===== config.mk =====
export PLATFORM = sky130hd
export DESIGN_NAME = slot_timebase
export DESIGN_NICKNAME = d
export VERILOG_FILES = /design/src/rtl/stc_pkg.sv /design/src/rtl/stc_tick_div.sv /design/src/rtl/stc_native_ctr.sv /design/src/rtl/stc_master_align.sv /design/src/rtl/stc_task_timer.sv /design/src/rtl/slot_timebase.sv
export SDC_FILE = /design/constraint.sdc
export NUM_CORES = 1
export LEC_CHECK = 0
export CAP_MARGIN = 20
export CORE_ASPECT_RATIO = 0.9
export CORE_MARGIN = 5
export CORE_UTILIZATION = 45
export DETAILED_ROUTE_END_ITERATION = 6
export PLACE_DENSITY = 0.69
export SLEW_MARGIN = 0
export SYNTH_ARGS = -nofsm -noshare
export SYNTH_HDL_FRONTEND = slang
export SYNTH_SLANG_ARGS = --single-unit

===== constraint.sdc =====
create_clock -name clk -period 8 [get_ports clk]
set_clock_uncertainty 0.05 [all_clocks]
set_input_delay 1.2 -clock clk [delete_from_list [all_inputs] [get_ports clk]]
set_output_delay 1.2 -clock clk [all_outputs]
set_load 0.05 [all_outputs]

===== src/rtl/stc_pkg.sv =====
package stc_pkg;

    localparam int unsigned STC_CLK_W = 28;
    localparam int unsigned STC_PH_W  = 16;

    typedef logic [STC_CLK_W-1:0] stc_clk_t;
    typedef logic [STC_PH_W-1:0]  stc_ph_t;

    // A point in link time: half-slot count plus position inside it.
    typedef struct packed {
        stc_clk_t slot;
        stc_ph_t  ph;
    } stc_time_t;

    // Add two times; the phase field is modulo wrap and carries into slot.
    function automatic stc_time_t stc_add(stc_time_t a, stc_time_t b, stc_ph_t wrap);
        logic [STC_PH_W:0] sum;
        logic              carry;
        stc_time_t         r;
        sum   = {1'b0, a.ph} + {1'b0, b.ph};
        carry = (sum >= {1'b0, wrap});
        r.ph  = carry ? stc_ph_t'(sum - {1'b0, wrap}) : sum[STC_PH_W-1:0];
        r.slot = a.slot + b.slot + {{(STC_CLK_W-1){1'b0}}, carry};
        return r;
    endfunction

    // Clamp a phase value into the legal range 0..wrap-1.
    function automatic stc_ph_t stc_sat_ph(stc_ph_t p, stc_ph_t wrap);
        return (p >= wrap) ? stc_ph_t'(wrap - 1'b1) : p;
    endfunction

endpackage


===== src/rtl/stc_tick_div.sv =====
module stc_tick_div #(
    parameter int unsigned DIV = 4
) (
    input  logic clk,
    input  logic rst,
    input  logic hold,
    output logic tick
);
    localparam int unsigned CW = (DIV > 1) ? $clog2(DIV) : 1;
    localparam logic [CW-1:0] LAST = CW'(DIV - 1);

    logic [CW-1:0] cnt;

    always_ff @(posedge clk) begin
        if (rst) begin
            cnt <= '0;
        end else if (!hold) begin
            cnt <= (cnt == LAST) ? '0 : cnt + 1'b1;
        end
    end

    assign tick = !hold && (cnt == LAST);
endmodule


===== src/rtl/stc_native_ctr.sv =====
module stc_native_ctr
    import stc_pkg::*;
#(
    parameter int unsigned PH_WRAP = 1250
) (
    input  logic      clk,
    input  logic      rst,
    input  logic      tick,
    input  logic      prescale,
    input  logic      ext_tick,
    output stc_time_t nat
);
    localparam stc_ph_t PH_LAST = stc_ph_t'(PH_WRAP - 1);

    stc_time_t cur;

    always_ff @(posedge clk) begin
        if (rst) begin
            cur <= '0;
        end else if (prescale) begin
            // phase frozen, slot count driven by the slow enable
            if (ext_tick) begin
                cur.slot <= cur.slot + 1'b1;
            end
        end else if (tick) begin
            if (cur.ph == PH_LAST) begin
                cur.ph   <= '0;
                cur.slot <= cur.slot + 1'b1;
            end else begin
                cur.ph <= cur.ph + 1'b1;
            end
        end
    end

    assign nat = cur;
endmodule


===== src/rtl/stc_master_align.sv =====
module stc_master_align
    import stc_pkg::*;
#(
    parameter int unsigned PH_WRAP = 1250
) (
    input  logic      clk,
    input  logic      rst,
    input  logic      ofs_wr,
    input  stc_time_t ofs_in,
    input  stc_time_t nat,
    output stc_time_t mst,
    output logic      half_stb,
    output logic      slot_stb
);
    localparam stc_ph_t WRAP_V = stc_ph_t'(PH_WRAP);

    stc_time_t ofs_q;
    logic      lsb_q;

    always_ff @(posedge clk) begin
        if (rst) begin
            ofs_q <= '0;
        end else if (ofs_wr) begin
            ofs_q.slot <= ofs_in.slot;
            ofs_q.ph   <= stc_sat_ph(ofs_in.ph, WRAP_V);
        end
    end

    assign mst = stc_add(nat, ofs_q, WRAP_V);

    always_ff @(posedge clk) begin
        if (rst) begin
            lsb_q <= 1'b0;
        end else begin
            lsb_q <= mst.slot[0];
        end
    end

    assign half_stb = lsb_q ^ mst.slot[0];
    assign slot_stb = lsb_q & ~mst.slot[0];
endmodule


===== src/rtl/stc_task_timer.sv =====
module stc_task_timer
    import stc_pkg::*;
(
    input  logic      clk,
    input  logic      rst,
    input  logic      arm,
    input  stc_time_t tgt,
    input  stc_time_t mst,
    output logic      fire
);
    stc_time_t tgt_q;
    logic      armed;

    always_ff @(posedge clk) begin
        if (rst) begin
            tgt_q <= '0;
            armed <= 1'b0;
            fire  <= 1'b0;
        end else begin
            fire <= 1'b0;
            if (arm) begin
                tgt_q <= tgt;
                armed <= 1'b1;
            end else if (armed && (mst == tgt_q)) begin
                armed <= 1'b0;
                fire  <= 1'b1;
            end
        end
    end
endmodule


===== src/rtl/slot_timebase.sv =====
module slot_timebase
    import stc_pkg::*;
#(
    parameter int unsigned DIV       = 4,
    parameter int unsigned PH_WRAP   = 1250,
    parameter int unsigned NUM_TASKS = 2
) (
    input  logic                 clk,
    input  logic                 rst,
    input  logic                 prescale_en,
    input  logic                 ext_tick,
    input  logic                 ofs_wr,
    input  logic [27:0]          ofs_clk,
    input  logic [15:0]          ofs_ph,
    input  logic [NUM_TASKS-1:0] task_arm,
    input  logic [27:0]          task_clk,
    input  logic [15:0]          task_ph,
    output logic [27:0]          native_clk,
    output logic [15:0]          native_ph,
    output logic [27:0]          master_clk,
    output logic [15:0]          master_ph,
    output logic                 half_slot_stb,
    output logic                 slot_stb,
    output logic [NUM_TASKS-1:0] task_fire
);
    logic      tick;
    stc_time_t nat;
    stc_time_t mst;
    stc_time_t ofs_in;
    stc_time_t tgt_in;

    assign ofs_in.slot = ofs_clk;
    assign ofs_in.ph   = ofs_ph;
    assign tgt_in.slot = task_clk;
    assign tgt_in.ph   = task_ph;

    stc_tick_div #(.DIV(DIV)) u_div (
        .clk  (clk),
        .rst  (rst),
        .hold (prescale_en),
        .tick (tick)
    );

    stc_native_ctr #(.PH_WRAP(PH_WRAP)) u_nat (
        .clk      (clk),
        .rst      (rst),
        .tick     (tick),
        .prescale (prescale_en),
        .ext_tick (ext_tick),
        .nat      (nat)
    );

    stc_master_align #(.PH_WRAP(PH_WRAP)) u_mst (
        .clk      (clk),
        .rst      (rst),
        .ofs_wr   (ofs_wr),
        .ofs_in   (ofs_in),
        .nat      (nat),
        .mst      (mst),
        .half_stb (half_slot_stb),
        .slot_stb (slot_stb)
    );

    for (genvar g = 0; g < NUM_TASKS; g++) begin : g_task
        stc_task_timer u_tmr (
            .clk  (clk),
            .rst  (rst),
            .arm  (task_arm[g]),
            .tgt  (tgt_in),
            .mst  (mst),
            .fire (task_fire[g])
        );
    end

    assign native_clk = nat.slot;
    assign native_ph  = nat.ph;
    assign master_clk = mst.slot;
    assign master_ph  = mst.ph;
endmodule


Yosys cells after proc, flatten, opt, wreduce, memory -nomap -nowiden. Cells that the tools add are included.

Flip-flop bits (word level): 183. Input bits: 95. Output and inout bits: 92. Word-level logic and storage cells: 58.

$add $sub $neg: 7. Magnitude comparators: 2. Muxes and demuxes: 14. Equality and inequality tests: 5. Reductions and logical operators: 12. Bitwise operators: 4.

Operator list (number): 44-bit == test (2); 28-bit two-way mux (3); 16-bit two-way mux (3); 44-bit two-way mux (1); 28-bit by 1-bit adder with 28-bit output (1); 28-bit by 1-bit adder with 28-bit output (second input constant) (1); 28-bit adder (1); 16-bit by 16-bit adder with 17-bit output (1); 17-bit by 11-bit >= comparator with 1-bit output (second input constant) (1); 16-bit by 1-bit adder with 16-bit output (second input constant) (1); 16-bit by 11-bit == test with 1-bit output (second input constant) (1); 16-bit by 11-bit >= comparator with 1-bit output (second input constant) (1); 16-bit by 11-bit subtractor with 16-bit output (second input constant) (1); 2-bit nonzero test (4); 1-bit two-way mux (6); 2-bit OR reduction (2); 1-bit logical AND (3); 3-bit AND reduction (1); 2-bit by 1-bit adder with 2-bit output (second input constant) (1); 2-bit == test (second input constant) (1); 2-bit two-way mux (1); 2-bit by 1-bit inequality test with 1-bit output (second input constant) (1); 1-bit inverter (2); 2-bit AND reduction (1); other kinds (3) (3).

Longest topological paths before layout. Gate-level depths: netlist (run 1).

Depth after elaboration: 7. Depth in mapped cells: 28. Gate-level depth less buffers: 26.

Modules after synthesis. From an unflattened synthesis (run 1), not the netlist that was laid out.

Cells, all modules: 1193. Area total of the unflattened synthesis: 10573.9 um^2.

Modules (own cells, without submodules): stc_task_timer (area an instance 2098.3 um^2, times used 2, seq. area each 920.9 um^2, cells each 207); stc_master_align (area an instance 4179.0 um^2, times used 1, seq. area each 900.9 um^2, cells each 519); stc_native_ctr (area an instance 2108.3 um^2, times used 1, seq. area each 880.8 um^2, cells each 251); stc_tick_div (area an instance 90.1 um^2, times used 1, seq. area each 40.0 um^2, cells each 9).

Worst setup path after synthesis (run 1). OpenSTA, ideal clock, no wires.

Path kind: reg2reg. From: reg u_nat.cur (netlist bit u_nat.nat[0]). To: reg g_task[1].u_tmr.armed. Buffers on the path: 1. Data arrival time: 7.400 ns. Cell stages (with the launch flop): 26. Library setup time: 0.115 ns. Slack: 0.435 ns. Cell sequence: dfxtp_1 -> ha_1 -> inv_1 -> fa_1 -> nand2b_1 -> a211oi_2 -> mux2i_1 -> o211ai_2 -> or4b_1 -> buf_2 -> nand2_2 -> inv_2 -> fa_1 -> fa_1 -> nor2b_1 -> o21ai_1 -> a211o_1 -> a31oi_1 -> a211oi_2 -> xnor2_1 -> xor2_1 -> or4_1 -> a2111oi_2 -> and4b_1 -> nand4_1 -> and2_1.

Word-level cells in the longest chain between the ends: 6. Elaborated cells on any way between the ends: 8. Classes of those cells: 3 x add/sub; 1 x order compare; 1 x eq/ne; 1 x mux; 2 x reduce/logical.

RTL lines: start: declaration (line stc_native_ctr.sv:15) `stc_time_t cur;`; 16-bit by 16-bit adder with 17-bit output (line stc_pkg.sv:20) `sum = {1'b0, a.ph} + {1'b0, b.ph};`; 17-bit by 11-bit >= comparator with 1-bit output (line stc_pkg.sv:21) `carry = (sum >= {1'b0, wrap});`; 28-bit by 1-bit adder with 28-bit output (line stc_pkg.sv:23) `r.slot = a.slot + b.slot + {{(STC_CLK_W-1){1'b0}}, carry};`; net master_clk[20] (line slot_timebase.sv:20) `output logic [27:0] master_clk,`; 44-bit == test (line stc_task_timer.sv:24) `end else if (armed && (mst == tgt_q)) begin`; 1-bit logical AND (line stc_task_timer.sv:24); 2-bit nonzero test (no source line); end signal: assignment (line stc_task_timer.sv:17) `armed <= 1'b0;`; end signal: assignment (line stc_task_timer.sv:23) `armed <= 1'b1;`; end signal: assignment (line stc_task_timer.sv:25) `armed <= 1'b0;`; end: declaration (line stc_task_timer.sv:12) `logic armed;`.

The timed path passes the listed nets, and every way through them passes these cells. A chain may end at the register's enable or synchronous reset.

Final worst setup path (run 1).
From: reg u_nat.cur (netlist bit u_nat.nat[0]). To: out master_clk[26].

Word-level cells in the longest chain between the ends: 3.

RTL lines (line): 16-bit by 16-bit adder with 17-bit output (stc_pkg.sv:20); 17-bit by 11-bit >= comparator with 1-bit output (stc_pkg.sv:21); 28-bit by 1-bit adder with 28-bit output (stc_pkg.sv:23); end: declaration (slot_timebase.sv:20).

Every way passes these cells.

==> impl_metrics.toml, run 1 <==
[synthesis]
synthFlopType = "dfxtp_1"
synth_area_um2 = 11800
ys_warn_count = 0
synth_commonest_cells = "235 x nor2_1, 183 x dfxtp_1, 121 x mux2i_1"
synth_top_family_by_area = "simple AND/OR/NAND/NOR gates"
synth-simple-area-share = 0.208
synth_cell_types = 95
ys_seq_area_frac = 0.310
synthTopCellsByArea = "dfxtp_1 31%, mux2i_1 10%, nor2_1 7.5%"
yosys-mux-area-fraction = 0.103
synth_compound_area_frac = 0.165
post-synth-top-area-fraction = 0.310
yosysMostFrequentCell = "nor2_1"
synth_fp_nets = 1540
netlist_instances = 1394
synthArstFlopShare = 0
yosys.area.top_type = "dfxtp_1"
synthAdderAreaFrac = 0.0559
synth_edf_count = 0
ys_seq_elements = 183
synthXorXnorAreaFrac = 0.120
syn_area_per_cell_um2 = 8.48

[floorplanning]
start_util = 0.455
die_w_um = 181
row_count = 56
die_area_um2 = 29600
core-area_um2 = 26000
fp.dieH_um = 164
ios = 187

[power]
irDropWorstVdd_uv = 132
power.leakage_nw = 6.10
power.total_mw = 2.23
p_per_area_nw_per_um2 = 153

[grt]
grt_pass1_wl_mm = 59.0
globalRouteTotalUtil = 0.247
first_global_vias = 10500
grt_use_met3 = 0.0465
antenna_found_initial = 0
grt_max_degree = 91
overflow = 0
gr-usage-met1 = 0.339
met2_usage = 0.410
grt-busiest-layer = "met2"

[cts]
cts_buffers = 17
cts_root_buffer = "clkbuf_16"
cts_setup_buffers = 0
cts_tree = "done"
cts.path.max_buffers = 2
path_clk_slew_ps = 80
htreeDepth = 4
clk_latency_ps = 450
clock-sinks = 183
cts_hold_buf = 0

[drt]
drc = 0
first_pass_iters = 5
first_iter_violations = 857
wl_per_cell_um = 19.6
route.final.wire_length_mm = 37.4
viasPerCell = 5.71
via_count = 10900
ant_nets = 0

[cells_and_area]
drive_gt1_frac = 0.0744
multiInputGateArea_um2 = 7800
fillers = 2380
regArea_um2 = 3660
area_delta_synth_final_pct = 23.3
nets = 1694
fin_area_um2 = 14600
n_antenna_cell = 0

[hold_path]
hp-class = "flip-flop to flip-flop"

[job]
maxCapViolCount = 0

[sta]
min_period_over_period = 0.971
relSlewSlack = 0.376
hold_slack_ps = 421
finalHoldViolCount = 0
drv_slew = 0
min_period_ps = 7770
tightest_slew_ps = 936
fmax_ghz = 0.129
setup_tns_ps = 0
setup_viol = 0
rsz0062_at_grt = "true"

[critical_path]
endpoint_kind = "output port"
crit_fanout = 10
worstPathRequired_ps = 6750
cp-start-kind = "flip-flop"
critical_path_arrival_ps = 6520
criticalPathCategory = "flip-flop to output port"

[placement]
dpl.hpwl_mm = 28.7
place_area_um2 = 13900
numPortBuffers = 186
place.gp.congestion = 0.962

[status]
status = "complete, no violations"
## metal layers
metal  up-vias  share of wire
li1       5270              -
met1      5229           0.46
met2       340           0.47
met3        53          0.056
met4         0          0.016
met5         -              0
## kinds of logic (layout without fill, tap and decap cells)
| logic type | Yosys count | in the layout |
|---|---|---|
| AND/OR/NAND/NOR | 516 | 516 |
| AO/OA/AOI/OAI | 268 | 268 |
| flip-flops | 183 | 183 |
| XOR/XNOR | 156 | 156 |
| multiplexers | 122 | 122 |
| buffers and inverters | 98 | 264 |
| adder cells (fa/ha/maj) | 51 | 51 |
## repair_timing
item / in CTS / in global routing
endpoints found under the setup margin: 6 / 16
cloned: 0 / 0
pin swaps: 0 / 1
resized for setup: 7 / 14
## state kept, by name (all words and copies together) (netlist names)
signal              cells
u_mst.ofs_q            44
g_task.u_tmr.tgt_q     88
g_task.u_tmr.armed      2
g_task.u_tmr.fire       2
u_div.cnt               2
u_nat.nat              44
u_mst.lsb_q             1
## layout by cell type (no fill, tap or decap), drive strengths merged, types with 35 or more instances in the layout
cell             n
inv             42
ha              48
nand2           82
a21oi           67
xnor2           82
dfxtp          183
nand3           35
clkdlybuf4s50  165
mux2i          121
xor2            71
o21ai           47
nor2           235
## worst paths after layout
kind	slack, ps	start	cells past startpoint	to
worst min register to register	420	u_mst.ofs_q[12]	1	u_mst.ofs_q[12]
worst max register to register	650	u_nat.nat[0]	24	g_task[1].u_tmr.armed
worst min-delay path	420	u_mst.ofs_q[12]	1	u_mst.ofs_q[12]
worst max-delay path	230	u_nat.nat[0]	20	master_clk[26]
## critical path, cell delays in order (launching register included)
cell,delay (ps)
dfxtp_2,390
ha_1,240
inv_1,70
fa_1,420
nand2b_1,250
a211oi_4,450
mux2i_2,330
o211ai_4,180
or4b_4,610
nand2_2,190
inv_2,150
fa_1,420
fa_1,410
nor2b_1,180
o21ai_1,180
a2111oi_4,430
o31ai_1,240
o2111ai_1,250
a21oi_1,130
xnor2_2,330
buf_12,190
## where the power goes
group          internal [mW]  leakage [nW]  switching [mW]  total (mW)
registers              0.950          1.50          0.0323       0.982
logic                  0.171          4.31           0.223       0.394
clock network          0.418         0.281           0.433       0.851
total                   1.54          6.10           0.689        2.23
## area by class of cell
cell class | count | share of cell area
clock buffer | 17 | 0.0292
timing repair buffer | 197 | 0.134
clock inverter | 14 | 0.0109
sequential | 183 | 0.251
multi-input combinational | 1113 | 0.535
tap | 348 | 0.0299
inverter | 36 | 0.00927
## per-stage QoR
step	util	worst slack, ps	std cells
floorplan	-	435	1394
CTS	0.558	80.7	1908
detailed placement	0.535	348	1877
finish	0.561	231	1908
global route	0.561	-79.0	1908
global placement	0.534	478	1876
No activity file was read; power rests on OpenSTA's default activity.
==> run 2: changes to the inputs <==
--- a/config.mk
+++ b/config.mk
@@ -5,12 +5,13 @@
 export SDC_FILE = /design/constraint.sdc
 export NUM_CORES = 1
 export LEC_CHECK = 0
+export ABC_AREA = 1
 export CAP_MARGIN = 20
 export CORE_ASPECT_RATIO = 0.9
 export CORE_MARGIN = 5
 export CORE_UTILIZATION = 45
 export DETAILED_ROUTE_END_ITERATION = 6
-export PLACE_DENSITY = 0.69
+export PLACE_DENSITY = 0.68
 export SLEW_MARGIN = 0
 export SYNTH_ARGS = -nofsm -noshare
 export SYNTH_HDL_FRONTEND = slang
==> run 2 against run 1 <==
Compared with the run above: first-iteration DRC count increased by 31%; flip-flop and latch count unchanged; register-to-register slack gained 1300 ps; clock-buffer cell count stayed put; die area up 6.0%; non-clock buffer count fell by 4; power rose by 6.2%; wire length increased by 15%; sequential power barely moved; worst hold slack worse by 25 ps; global-route usage rose by 2.3 points; critical path type unchanged; largest cell class unchanged.
==> impl_metrics.toml, run 2 <==
[grt]
grt_pass1_wl_mm = 66.8
globalRouteTotalUtil = 0.270
first_global_vias = 12200
overflow = 0
antenna_found_initial = 0
grt_max_degree = 74

[drt]
ant_nets = 0
route.final.wire_length_mm = 43.2
wl_per_cell_um = 16.8
first_pass_iters = 7
drc = 0
viasPerCell = 5.28
first_iter_violations = 1124
via_count = 13600

[floorplanning]
die_area_um2 = 31400
core-area_um2 = 27700
start_util = 0.453
ios = 187
die_w_um = 186
row_count = 58
fp.dieH_um = 169

[cts]
clk_latency_ps = 450
cts.path.max_buffers = 2
path_clk_slew_ps = 80
cts_buffers = 17
cts_hold_buf = 0
htreeDepth = 4
cts_root_buffer = "clkbuf_16"
ctsResizeCount = 0
clock-sinks = 183
cts_setup_buffers = 0
cts_tree = "done"

[placement]
place.gp.congestion = 0.999
numPortBuffers = 186
dpl.hpwl_mm = 34.6
placed_cells = 2541

[hold_path]
hp-class = "flip-flop to flip-flop"

[power]
p_per_area_nw_per_um2 = 154
switching_share = 0.318
p_int_mw = 1.61
p_switching_mw = 0.753
pwr-share-comb = 0.198
pwr-share-clk = 0.386
p_seq_frac = 0.415
power.leakage_nw = 7.26
irDropWorstVdd_uv = 153

[synthesis]
syn_area_per_cell_um2 = 6.16
ys_seq_elements = 183
yosysMostFrequentCell = "nand2_1"
ys_warn_count = 0
ys_seq_area_frac = 0.291
netlist_instances = 2040
synth_fp_nets = 2186
synthTopCellsByArea = "dfxtp_1 29%, nand2_1 16%, inv_1 8.5%"
synth_commonest_cells = "529 x nand2_1, 283 x inv_1, 235 x nor2_1"
post-synth-top-area-fraction = 0.291
synth_cell_types = 47
yosys.area.top_type = "dfxtp_1"
synthArstFlopShare = 0
synth_area_um2 = 12600
synth_edf_count = 0
synthFlopType = "dfxtp_1"

[cells_and_area]
n_antenna_cell = 0
final_common_cell = "nand2_1"
drive_gt1_frac = 0.0456
fillers = 2818
nets = 2346
final_cell_mix = "529 x nand2_1, 281 x inv_1, 235 x nor2_1"
area_delta_synth_final_pct = 22.0
finalNonFillerCells = 2573
regMostFlops = "g_task.u_tmr.tgt_q"
regArea_um2 = 3660
multiInputGateArea_um2 = 7580
largest_reg_flops = 88

[sta]
tightest_slew_ps = 817
setup_tns_ps = 0
drv_slew = 0
fmax_ghz = 0.136
setup_viol = 0
rsz0062_at_grt = "false"
finalHoldViolCount = 0
relSlewSlack = 0.455
min_period_over_period = 0.922
min_period_ps = 7370

[critical_path]
cp_top_family = "simple AND/OR/NAND/NOR gates"
critPathMostFrequentCell = "nand2_1"
crit_buf_inv = 6
criticalPathCategory = "flip-flop to output port"
cp-start-kind = "flip-flop"
slowest_stage = "clkdlybuf4s50_1"
endpoint_kind = "output port"
cpPeakStageDelay_ps = 840
worstPathRequired_ps = 6750
crit_fanout = 17
critical_path_arrival_ps = 6120

[job]
maxCapViolCount = 0

[status]
status = "complete, no violations"
run 2: changes by cell type in the layout (fill, tap and decap cells not counted), sizes merged, moves of 90 or more:
cell   before  now
a21oi      67  157
inv        42  296
mux2i     121    0
nand2      82  562
nand3      35  183
o21ai      47  157
run 2: per-stage QoR:
step	setup slack (ps)	hold slack (ps)	cell area [um2]	util	total power, mW
finish	626	396	15300	0.553	2.37
global placement	1290	381	14700	0.530	1.46
global route	1.29	414	15300	0.553	2.47
detailed placement	1110	383	14700	0.530	1.47
floorplan	1720	373	12600	-	1.29
CTS	629	397	15300	0.553	2.38
run 2: final timing paths:
path / cells past startpoint / endpoint / slack [ps] / from
max reg2reg: 34 / g_task[0].u_tmr.fire / 1970 / u_nat.nat[0]
max: 30 / master_clk[26] / 630 / u_nat.nat[0]
min: 2 / u_mst.ofs_q[15] / 400 / u_mst.ofs_q[15]
min reg2reg: 2 / u_mst.ofs_q[15] / 400 / u_mst.ofs_q[15]
run 2: power by group through the flow:
stage | Combinational, mW | Clock (mW) | Sequential, mW
after global routing | 0.514 | 0.968 | 0.987
after floorplan | 0.296 | 0 | 0.998
after detailed placement | 0.463 | 0 | 1.00
after CTS | 0.466 | 0.929 | 0.982
final | 0.469 | 0.914 | 0.982
after global placement | 0.460 | 0 | 1.00
run 2: cell type report:
type | instances | area share
multi-input combinational | 1512 | 0.494
sequential | 183 | 0.239
clock buffer | 17 | 0.0277
timing repair buffer | 193 | 0.125
inverter | 293 | 0.0718
clock inverter | 15 | 0.0135
tap | 360 | 0.0294
run 2: per-layer routing:
layer  track usage  routed length, um  vias to the layer above
met1         0.419              21800                     6232
met3        0.0458               3040                       33
met5             0                  0                        -
li1              -                  -                     6908
met2         0.394              17800                      401
met4        0.0488                481                        0
run 2: tightest hold or removal path, delay by kind of cell (launching register included):
kind / cells / cell delay [ps]
flops: 1 / 320
simple gates: 2 / 90
run 2: cell families (layout without fill, tap and decap cells):
family / after synthesis / count (layout) / synth area share
compound gates: 336 / 336 / 0.139
xor+xnor: 36 / 36 / 0.0338
fa+ha+maj: 51 / 51 / 0.0526
buf+inv: 345 / 518 / 0.106
flops: 183 / 183 / 0.291
simple gates: 1089 / 1089 / 0.377
==> run 3: changes to the inputs <==
--- a/config.mk
+++ b/config.mk
@@ -6,12 +6,11 @@
 export NUM_CORES = 1
 export LEC_CHECK = 0
 export ABC_AREA = 1
-export CAP_MARGIN = 20
+export CAP_MARGIN = 15
 export CORE_ASPECT_RATIO = 0.9
 export CORE_MARGIN = 5
-export CORE_UTILIZATION = 45
+export CORE_UTILIZATION = 35
 export DETAILED_ROUTE_END_ITERATION = 6
-export PLACE_DENSITY = 0.68
 export SLEW_MARGIN = 0
 export SYNTH_ARGS = -nofsm -noshare
 export SYNTH_HDL_FRONTEND = slang
==> run 3 against run 2 <==
Compared with the run above: combinational power up 1%; flip-flop and latch count is the same; first-iteration DRC count decreased by 10%; critical path depth stayed put; clock-buffer cell count rose by 2; sequential power is essentially flat; die area rose by 27%; cell area up 0.69%; non-clock buffer count shrank 1; final cell count increased by 4.2%; highest routed layer is now met5.
==> impl_metrics.toml, run 3 (synthesized netlist as in run 2, its figures left out) <==
[cts]
cts_tree = "done"
ctsResizeCount = 0
cts_setup_buffers = 0
clock-sinks = 183
cts.path.max_buffers = 2
path_clk_slew_ps = 70
cts_buffers = 17
htreeDepth = 4
cts_hold_buf = 0
cts_root_buffer = "clkbuf_16"
clk_latency_ps = 460

[drt]
first_pass_iters = 5
wl_per_cell_um = 17.0
viasPerCell = 5.05
ant_nets = 0
via_count = 13500
first_iter_violations = 1006
drc = 0
route.final.wire_length_mm = 45.6

[hold_path]
hp-class = "flip-flop to flip-flop"

[sta]
finalHoldViolCount = 0
relSlewSlack = 0.442
drv_slew = 0
rsz0062_at_grt = "false"
min_period_ps = 7400
setup_tns_ps = 0
setup_viol = 0
fmax_ghz = 0.135
tightest_slew_ps = 836
min_period_over_period = 0.925

[critical_path]
crit_fanout = 17
slowest_stage = "clkdlybuf4s50_1"
cpPeakStageDelay_ps = 840
cp-start-kind = "flip-flop"
critical_path_arrival_ps = 6150
critPathMostFrequentCell = "nand2_1"
worstPathRequired_ps = 6750
endpoint_kind = "output port"
criticalPathCategory = "flip-flop to output port"

[power]
irDropWorstVdd_uv = 110
p_per_area_nw_per_um2 = 153
power.leakage_nw = 7.25
power.total_mw = 2.36

[placement]
dpl.hpwl_mm = 37.0
numPortBuffers = 186
place.gp.congestion = 1.00
place_area_um2 = 14800

[cells_and_area]
largest_reg_flops = 88
fin_util = 0.438
final_common_cell = "nand2_1"
nets = 2345
n_antenna_cell = 0
drive_gt1_frac = 0.0448
fin_area_um2 = 15400
regMostFlops = "g_task.u_tmr.tgt_q"
final_cell_mix = "529 x nand2_1, 281 x inv_1, 235 x nor2_1"
area_delta_synth_final_pct = 22.9

[grt]
grt_pass1_wl_mm = 70.5
overflow = 0
first_global_vias = 12400
antenna_found_initial = 2
grt_max_degree = 87
globalRouteTotalUtil = 0.225

[status]
status = "complete, no violations"

[floorplanning]
die_area_um2 = 39800
die_w_um = 210
ios = 187
row_count = 65
start_util = 0.356
core-area_um2 = 35300
fp.dieH_um = 190

[job]
maxCapViolCount = 0
==> run 3: cell count changes in the layout (fill, tap and decap cells not counted) <==
cell        before  now
clkinv_8         4    0
clkinv_2         1    3
inv_8            2    0
buf_4            7    6
bufinv_16        2    3
clkbuf_1         0    1
clkbuf_8         0    1
clkinv_4         0    1
clkinvlp_4       1    2
inv_6            6    5
==> run 3: final timing paths <==
check / start / end / slack (ps) / cells past startpoint
worst min-delay path: u_mst.ofs_q[11] / u_mst.ofs_q[11] / 390 / 2
worst max register to register: u_nat.nat[0] / g_task[0].u_tmr.fire / 2170 / 34
worst min register to register: u_mst.ofs_q[11] / u_mst.ofs_q[11] / 390 / 2
worst max-delay path: u_nat.nat[0] / master_clk[26] / 600 / 30
==> run 3: layout make-up <==
type                       instances  area, um2
clock buffer                      19        443
clock inverter                    13        168
fill                            3788      19900
inverter                         293       1100
multi-input combinational       1512       7580
sequential                       183       3660
tap                              469        587
timing repair buffer             192       1910
==> run 3: stage by stage <==
step / instances / hold WS, ps / setup slack (ps)
floorplan: 2040 / 373 / 1720
global route: 2681 / 419 / 64.8
CTS: 2681 / 395 / 556
finish: 2681 / 392 / 597
global placement: 2649 / 380 / 1200
detailed placement: 2649 / 383 / 1050
==> run 3: where the power goes <==
group / switching [mW] / internal, mW
logic: 0.299 / 0.174
registers: 0.0258 / 0.957
clock network: 0.395 / 0.504
total: 0.720 / 1.64
==> run 3: critical path: cells and delay by family (launching register included) <==
| kind | cells | cell delay, ps |
|---|---|---|
| AND/OR/NAND/NOR | 17 | 1770 |
| XOR/XNOR | 1 | 170 |
| buffers and inverters | 6 | 1520 |
| flip-flops | 1 | 460 |
| AO/OA/AOI/OAI | 2 | 280 |
| adder cells (fa/ha/maj) | 4 | 1490 |
==> run 3: routing by layer <==
metal	global-route usage	vias to the layer above	part of all wire
li1	-	6910	-
met5	0	-	0.00055
met3	0.0345	52	0.060
met4	0.0640	4	0.022
met1	0.344	6173	0.51
met2	0.327	402	0.41
